[src/rtl/vfd_pkg.sv]
package vfd_pkg;

   typedef enum logic [1:0] {
      V_IDLE = 2'd0,
      V_ACT  = 2'd1,
      V_DEF  = 2'd2
   } vstate_t;

   typedef enum logic [1:0] {
      P_OVER  = 2'd0,
      P_EQ    = 2'd1,
      P_NORM  = 2'd2,
      P_BROAD = 2'd3
   } pclass_t;

endpackage

[src/rtl/vfd_edge.sv]
module vfd_edge #(
   parameter int IN_STAGES = 1,
   parameter int CNT_W     = 10
) (
   input  logic             clk,
   input  logic             rst_n,
   input  logic             csync_n,
   output logic             rise,
   output logic             fall,
   output logic [CNT_W-1:0] low_cnt
);
   logic [IN_STAGES-1:0] stg;
   logic                 in_q;
   logic                 in_d;

   generate
      if (IN_STAGES == 1) begin : g_one
         always_ff @(posedge clk or negedge rst_n) begin
            if (!rst_n) stg <= '1;
            else        stg <= csync_n;
         end
      end else begin : g_chain
         always_ff @(posedge clk or negedge rst_n) begin
            if (!rst_n) stg <= '1;
            else        stg <= {stg[IN_STAGES-2:0], csync_n};
         end
      end
   endgenerate

   assign in_q = stg[IN_STAGES-1];

   always_ff @(posedge clk or negedge rst_n) begin
      if (!rst_n) begin
         in_d    <= 1'b1;
         low_cnt <= '0;
      end else begin
         in_d <= in_q;
         if (in_q)          low_cnt <= '0;
         else if (!(&low_cnt)) low_cnt <= low_cnt + 1'b1;
      end
   end

   assign rise = in_q & ~in_d;
   assign fall = ~in_q & in_d;
endmodule

[src/rtl/vfd_classify.sv]
module vfd_classify
   import vfd_pkg::*;
#(
   parameter int CNT_W     = 10,
   parameter int MIN_W     = 2,
   parameter int EQ_MAX    = 4,
   parameter int BROAD_MIN = 20,
   parameter int LONG_LOW  = 48
) (
   input  logic             rise,
   input  logic [CNT_W-1:0] low_cnt,
   output logic             acc,
   output pclass_t          cls,
   output logic             long_hit
);
   localparam logic [CNT_W-1:0] C_MIN   = CNT_W'(MIN_W);
   localparam logic [CNT_W-1:0] C_EQ    = CNT_W'(EQ_MAX);
   localparam logic [CNT_W-1:0] C_BROAD = CNT_W'(BROAD_MIN);
   localparam logic [CNT_W-1:0] C_LONG  = CNT_W'(LONG_LOW);

   always_comb begin
      acc = rise && (low_cnt >= C_MIN);
      if (low_cnt >= C_LONG)       cls = P_OVER;
      else if (low_cnt >= C_BROAD) cls = P_BROAD;
      else if (low_cnt >= C_EQ)    cls = P_NORM;
      else                         cls = P_EQ;
   end

   assign long_hit = (low_cnt == C_LONG);
endmodule

[src/rtl/vfd_phase.sv]
module vfd_phase #(
   parameter int CNT_W    = 10,
   parameter int LINE_LEN = 64
) (
   input  logic             clk,
   input  logic             rst_n,
   input  logic             fall,
   input  logic             norm_acc,
   input  logic [CNT_W-1:0] width,
   input  logic             decide,
   output logic             field_odd
);
   localparam int PH_W = $clog2(LINE_LEN);
   localparam int QTR  = LINE_LEN / 4;
   localparam logic [PH_W-1:0] PH_LAST = PH_W'(LINE_LEN - 1);
   localparam logic [PH_W-1:0] Q_LO    = PH_W'(QTR);
   localparam logic [PH_W-1:0] Q_HI    = PH_W'(LINE_LEN - QTR);

   logic [PH_W-1:0] ph;
   logic [PH_W-1:0] fall_ph;
   logic            seen_norm;
   logic            odd_cand;

   assign odd_cand = (fall_ph < Q_LO) || (fall_ph >= Q_HI);

   always_ff @(posedge clk or negedge rst_n) begin
      if (!rst_n) begin
         ph        <= '0;
         fall_ph   <= '0;
         seen_norm <= 1'b0;
         field_odd <= 1'b0;
      end else begin
         if (norm_acc)           ph <= PH_W'(width) + PH_W'(1);
         else if (ph == PH_LAST) ph <= '0;
         else                    ph <= ph + 1'b1;

         if (fall) fall_ph <= ph;

         if (norm_acc) begin
            seen_norm <= 1'b1;
         end else if (decide && seen_norm) begin
            field_odd <= odd_cand;
            seen_norm <= 1'b0;
         end
      end
   end
endmodule

[src/rtl/vfd_vfsm.sv]
module vfd_vfsm
   import vfd_pkg::*;
#(
   parameter int DEF_W = 40
) (
   input  logic    clk,
   input  logic    rst_n,
   input  logic    acc,
   input  pclass_t cls,
   input  logic    long_hit,
   output vstate_t st,
   output logic    decide
);
   localparam int TM_W = $clog2(DEF_W + 1);
   localparam logic [TM_W-1:0] TM_INIT = TM_W'(DEF_W - 1);

   logic [TM_W-1:0] tmr;

   assign decide = (st == V_IDLE) && !long_hit && acc && (cls == P_BROAD);

   always_ff @(posedge clk or negedge rst_n) begin
      if (!rst_n) begin
         st  <= V_IDLE;
         tmr <= '0;
      end else begin
         case (st)
            V_IDLE: begin
               if (long_hit) begin
                  st  <= V_DEF;
                  tmr <= TM_INIT;
               end else if (decide) begin
                  st <= V_ACT;
               end
            end
            V_ACT: begin
               if (acc && (cls == P_EQ)) st <= V_IDLE;
            end
            V_DEF: begin
               if (tmr == '0) st <= V_IDLE;
               else           tmr <= tmr - 1'b1;
            end
            default: st <= V_IDLE;
         endcase
      end
   end
endmodule

[src/rtl/vsync_field_det.sv]
module vsync_field_det
   import vfd_pkg::*;
#(
   parameter int IN_STAGES = 1,
   parameter int CNT_W     = 10,
   parameter int MIN_W     = 2,
   parameter int EQ_MAX    = 4,
   parameter int BROAD_MIN = 20,
   parameter int LONG_LOW  = 48,
   parameter int LINE_LEN  = 64,
   parameter int DEF_W     = 40
) (
   input  logic clk,
   input  logic rst_n,
   input  logic csync_n,
   output logic vsync_n,
   output logic field_odd
);
   generate
      if (!(IN_STAGES >= 1 && MIN_W >= 1 && MIN_W < EQ_MAX && EQ_MAX < BROAD_MIN &&
            BROAD_MIN < LONG_LOW && BROAD_MIN < LINE_LEN - 1 && LINE_LEN >= 8 &&
            LONG_LOW < (2 ** CNT_W) - 1 && DEF_W >= 1)) begin : g_bad_cfg
         $error("vsync_field_det: inconsistent parameter set");
      end
   endgenerate

   logic             rise;
   logic             fall;
   logic [CNT_W-1:0] low_cnt;
   logic             acc;
   pclass_t          cls;
   logic             long_hit;
   vstate_t          st;
   logic             decide;
   logic             norm_acc;

   vfd_edge #(.IN_STAGES(IN_STAGES), .CNT_W(CNT_W)) u_edge (
      .clk(clk), .rst_n(rst_n), .csync_n(csync_n),
      .rise(rise), .fall(fall), .low_cnt(low_cnt)
   );

   vfd_classify #(.CNT_W(CNT_W), .MIN_W(MIN_W), .EQ_MAX(EQ_MAX),
                  .BROAD_MIN(BROAD_MIN), .LONG_LOW(LONG_LOW)) u_cls (
      .rise(rise), .low_cnt(low_cnt), .acc(acc), .cls(cls), .long_hit(long_hit)
   );

   vfd_vfsm #(.DEF_W(DEF_W)) u_fsm (
      .clk(clk), .rst_n(rst_n), .acc(acc), .cls(cls), .long_hit(long_hit),
      .st(st), .decide(decide)
   );

   assign norm_acc = acc && (cls == P_NORM);

   vfd_phase #(.CNT_W(CNT_W), .LINE_LEN(LINE_LEN)) u_phase (
      .clk(clk), .rst_n(rst_n), .fall(fall), .norm_acc(norm_acc),
      .width(low_cnt), .decide(decide), .field_odd(field_odd)
   );

   assign vsync_n = (st == V_IDLE);
endmodule

[config.mk]
export PLATFORM = sky130hd
export DESIGN_NAME = vsync_field_det
export DESIGN_NICKNAME = d
export VERILOG_FILES = /design/src/rtl/vfd_pkg.sv /design/src/rtl/vfd_edge.sv /design/src/rtl/vfd_classify.sv /design/src/rtl/vfd_phase.sv /design/src/rtl/vfd_vfsm.sv /design/src/rtl/vsync_field_det.sv
export SDC_FILE = /design/constraint.sdc
export NUM_CORES = 1
export LEC_CHECK = 0
export BUFFER_PORTS_ARGS = -buffer_cell sky130_fd_sc_hd__buf_2
export CELL_PAD_IN_SITES_DETAIL_PLACEMENT = 0
export CELL_PAD_IN_SITES_GLOBAL_PLACEMENT = 1
export CORE_MARGIN = 1.5
export CORE_UTILIZATION = 43
export DETAILED_ROUTE_END_ITERATION = 16
export PLACE_DENSITY_LB_ADDON = 0.08
export SLEW_MARGIN = 20
export SYNTH_ARGS = -nofsm -noshare
export SYNTH_HDL_FRONTEND = slang
export SYNTH_SLANG_ARGS = --single-unit
[constraint.sdc]
create_clock -name clk -period 2.3 [get_ports clk]
set_input_delay 0.46 -clock clk [delete_from_list [all_inputs] [get_ports clk]]
set_output_delay 0.46 -clock clk [all_outputs]
set_load 0.02 [all_outputs]
==> impl_metrics.prom <==
# TYPE chip_impl_metric gauge
chip_impl_info{name="status",value="complete, no violations"} 1
chip_impl_metric{name="rows",unit=""} 21
chip_impl_metric{name="die_area",unit="µm²"} 4040
chip_impl_metric{name="multiInputGateArea",unit="µm²"} 761
chip_impl_metric{name="seqCellArea",unit="µm²"} 753
chip_impl_metric{name="wire_per_inst",unit="µm"} 14.2
chip_impl_metric{name="cell_leakage_power",unit="nW"} 0.723
chip_impl_metric{name="dr.pass1.iters",unit=""} 4
chip_impl_metric{name="cts_hold_buffers",unit=""} 0
chip_impl_info{name="setup.worst_path.start_class",value="register"} 1
chip_impl_metric{name="design.core.area",unit="µm²"} 3420
chip_impl_metric{name="fin_crit",unit="ns"} 1.81
chip_impl_metric{name="vdd.ir_drop.worst",unit="V"} 0.000294
chip_impl_metric{name="synthDistinctLibCells",unit=""} 47
chip_impl_metric{name="boundaryPins",unit=""} 5
chip_impl_metric{name="wl_met1",unit="µm"} 1520
chip_impl_metric{name="setup-violations-final",unit=""} 0
chip_impl_metric{name="synthMuxAreaShare",unit="%"} 2.78
chip_impl_metric{name="fillers",unit=""} 332
chip_impl_metric{name="maxCapViolations",unit=""} 0
chip_impl_metric{name="groute.usage.overall",unit="%"} 17.0
chip_impl_metric{name="fin_crit_sh",unit="%"} 78.7
chip_impl_metric{name="synth_warnings",unit=""} 0
chip_impl_metric{name="vias_per_cell",unit=""} 5.44
chip_impl_metric{name="routabilityCongestion",unit=""} 0.767
chip_impl_metric{name="power.share.combinational",unit="%"} 20.6
chip_impl_metric{name="cts.path.max_buffers",unit=""} 2
chip_impl_metric{name="power.share.switching",unit="%"} 30.6
chip_impl_metric{name="transition_time_at_the_pin_with_the_least_slew_margin",unit="ns"} 0.662
chip_impl_metric{name="synthArstFlopShare",unit="%"} 100
chip_impl_info{name="setup.worst_path.class",value="register to register"} 1
chip_impl_metric{name="layout-drive-gt1-share",unit="%"} 14.2
chip_impl_metric{name="pwr-share-clk",unit="%"} 25.8
chip_impl_metric{name="nNetsFinal",unit=""} 170
chip_impl_info{name="post_synth_most_frequent_cells",value="sky130_fd_sc_hd__dfrtp_1 (28), sky130_fd_sc_hd__nor2_1 (12), sky130_fd_sc_hd__a21oi_1 (9), sky130_fd_sc_hd__nand2_1 (9), sky130_fd_sc_hd__nand3_1 (9)"} 1
chip_impl_metric{name="ctsHtreeMaxLevel",unit=""} 2
chip_impl_info{name="rsz0062_at_grt",value="false"} 1
chip_impl_metric{name="antenna_cells_inserted",unit=""} 0
chip_impl_metric{name="vias",unit=""} 1131
chip_impl_metric{name="clock_sinks",unit=""} 30
chip_impl_metric{name="synth_fa_ha_area_share",unit="%"} 4.77
chip_impl_metric{name="totalWireLength",unit="µm"} 2950
chip_impl_metric{name="syn-cell-area",unit="µm²"} 1580
chip_impl_metric{name="final.setup_skew",unit="ns"} 0.00752
chip_impl_metric{name="r2r.worst_path.cells",unit=""} 4
chip_impl_metric{name="path_max_fanout",unit=""} 14
chip_impl_metric{name="max_slew_margin",unit="%"} 55.9
chip_impl_metric{name="clk_pin_slew",unit="ns"} 0.10
chip_impl_metric{name="synthSimpleGateAreaFrac",unit="%"} 21.9
chip_impl_info{name="yosysMostFrequentCell",value="sky130_fd_sc_hd__dfrtp_1"} 1
chip_impl_metric{name="drc_violations_left",unit=""} 0
chip_impl_metric{name="ys_seq_area_share",unit="%"} 47.8
chip_impl_metric{name="critical_path_required",unit="ns"} 2.52
chip_impl_metric{name="final_max_slew_viol_count",unit=""} 0
chip_impl_metric{name="switchingPower",unit="µW"} 397
chip_impl_metric{name="insertion_delay",unit="ns"} 0.33
chip_impl_metric{name="number_of_synthesized_flops_with_an_enable_pin",unit=""} 0
chip_impl_metric{name="die_y",unit="µm"} 63.5
chip_impl_metric{name="yosys_register_bits",unit=""} 30
chip_impl_metric{name="post_cts_setup_repair_bufs",unit=""} 0
chip_impl_metric{name="achievable-frequency",unit="GHz"} 0.552
chip_impl_metric{name="die-width",unit="µm"} 63.5
chip_impl_metric{name="remaining_number_of_nets_flagged_by_the_antenna_check_after_routing",unit=""} 0
chip_impl_metric{name="grt_pass1_wl",unit="µm"} 5160
chip_impl_metric{name="grt.overflow.total",unit=""} 0
chip_impl_metric{name="sequentialPowerShare",unit="%"} 53.6
chip_impl_metric{name="dr_wl_met2",unit="µm"} 1290
chip_impl_info{name="hp-class",value="input pin to asynchronous set/reset pin"} 1
chip_impl_info{name="dominantRegCellSynth",value="sky130_fd_sc_hd__dfrtp_1"} 1
chip_impl_metric{name="setup_tns_final",unit="ns"} 0
chip_impl_metric{name="grt_antenna_before_repair",unit=""} 0
chip_impl_metric{name="avgSynthCellArea",unit="µm²"} 10.2
chip_impl_metric{name="synth_cells",unit=""} 155
chip_impl_metric{name="critPathArrivalTime",unit="ns"} 2.03
chip_impl_metric{name="r2r_setup_slack",unit="ns"} 0.49
chip_impl_info{name="highest_layer",value="met4"} 1
chip_impl_metric{name="dp_hpwl",unit="µm"} 2060
chip_impl_metric{name="report.final.hold_viol_count",unit=""} 0
chip_impl_metric{name="initial_core_util",unit="%"} 46.1
chip_impl_metric{name="synth-compound-area-share",unit="%"} 13.3
chip_impl_metric{name="syn-num-nets",unit=""} 164
chip_impl_metric{name="port_bufs",unit=""} 4
chip_impl_info{name="worst_setup_path_end_kind",value="register"} 1
chip_impl_info{name="largest_family_of_logic_cells_by_synthesized_area",value="simple AND/OR/NAND/NOR gates"} 1
chip_impl_metric{name="synth_top_area_share",unit="%"} 44.5
chip_impl_info{name="synthTopCellsByArea",value="sky130_fd_sc_hd__dfrtp_1 (44%), sky130_fd_sc_hd__ha_1 (4.8%), sky130_fd_sc_hd__xnor2_1 (3.9%)"} 1
chip_impl_metric{name="grt_max_degree",unit=""} 31
chip_impl_metric{name="power_per_cell_area",unit="nW/µm²"} 771
chip_impl_metric{name="holdWs",unit="ns"} 0.149
chip_impl_metric{name="postCtsResizedCells",unit=""} 0
chip_impl_metric{name="area_growth_syn_to_layout",unit="%"} 6.99
chip_impl_metric{name="numCtsBuffers",unit=""} 5
chip_impl_info{name="clock_tree_from_tritoncts",value="yes"} 1
chip_impl_info{name="yosysTopAreaCell",value="sky130_fd_sc_hd__dfrtp_1"} 1
chip_impl_metric{name="detailedRoute.firstIterationViolations",unit=""} 45
chip_impl_metric{name="dr_wl_met3",unit="µm"} 111
chip_impl_metric{name="grt_pass1_vias",unit=""} 1056
chip_impl_info{name="clockRootBuffer",value="sky130_fd_sc_hd__clkbuf_4"} 1
chip_impl_metric{name="synth_xor_xnor_area_share",unit="%"} 5.56
chip_impl_metric{name="internal_power",unit="µW"} 902
[area by class of cell]
class | count | share of cell area (%)
Clock inverter | 1 | 0.297
Tap cell | 46 | 3.41
Inverter | 7 | 1.56
Sequential cell | 30 | 44.7
Clock buffer | 7 | 3.27
Multi-Input combinational cell | 112 | 45.1
Timing Repair Buffer | 5 | 1.63
[placed cells by master (no fill, tap or decap), drive strengths merged, types with 4 or more instances in the layout]
cell	synthesis	routed
o21ai	8	8
buf	5	5
xnor2	7	7
a211oi	4	4
nor3	5	5
nand3	10	10
clkbuf	1	7
dfrtp	28	28
a21oi	9	9
inv	7	7
nand2	9	9
nor2	13	13
ha	6	6
[critical path, stage by stage, from the launching register on]
cell	delay [ns]
sky130_fd_sc_hd__dfstp_2	0.70
sky130_fd_sc_hd__nor2b_1	0.21
sky130_fd_sc_hd__nand4_1	0.15
sky130_fd_sc_hd__a211oi_1	0.29
sky130_fd_sc_hd__mux2_1	0.35
[flip-flops by register name, indices dropped and copies added, names as in the netlist]
register	cells
u_fsm.st	2
u_edge.in_d	1
u_phase.fall_ph	2
u_edge.low_cnt	10
u_phase.field_odd	1
u_fsm.tmr	6
u_phase.seen_norm	1
u_edge.in_q	1
u_phase.ph	6
[kinds of logic (layout without fill, tap and decap cells)]
logic type,Yosys count,in the layout
AO/OA/AOI/OAI,33,33
XOR/XNOR,10,10
multiplexers,4,4
buffers and inverters,13,20
flip-flops,30,30
AND/OR/NAND/NOR,59,59
adder cells (fa/ha/maj),6,6
[power by group through the flow]
stage               sequential, mW  combinational (mW)  clock (mW)
floorplan                    0.686               0.218           0
global route                 0.713               0.313       0.374
detailed placement           0.707               0.269           0
CTS                          0.696               0.273       0.347
global placement             0.705               0.263           0
finish                       0.696               0.268       0.335
[worst paths after layout]
check                            start           endpoint
hold / removal                   rst_n      u_phase.ph[5]
max in group asynchronous        rst_n  u_phase.seen_norm
hold reg to reg            u_edge.in_q        u_edge.in_d
setup / recovery           u_edge.in_q  u_phase.field_odd
setup reg to reg           u_edge.in_q  u_phase.field_odd
min in group clk               csync_n        u_edge.in_q
[through the flow]
stage          utilization, %  area (µm²)  power [mW]  cells  setup slack, ns
6_report                 49.3        1690        1.30    208            0.490
5_1_grt                  49.3        1690        1.40    208            0.371
4_1_cts                  49.3        1690        1.32    208            0.474
3_5_place_dp             47.6        1630       0.976    200            0.485
3_3_place_gp             47.6        1630       0.968    200            0.555
2_1_floorplan               -        1580       0.904    155            0.679
[layer usage]
layer | global-route usage, % | vias to the layer above
met1 | 23.0 | 539
met2 | 24.2 | 20
met5 | 0 | -
li1 | - | 568
met3 | 6.79 | 4
met4 | 6.52 | 0
Power figures use the tool's default switching activity.
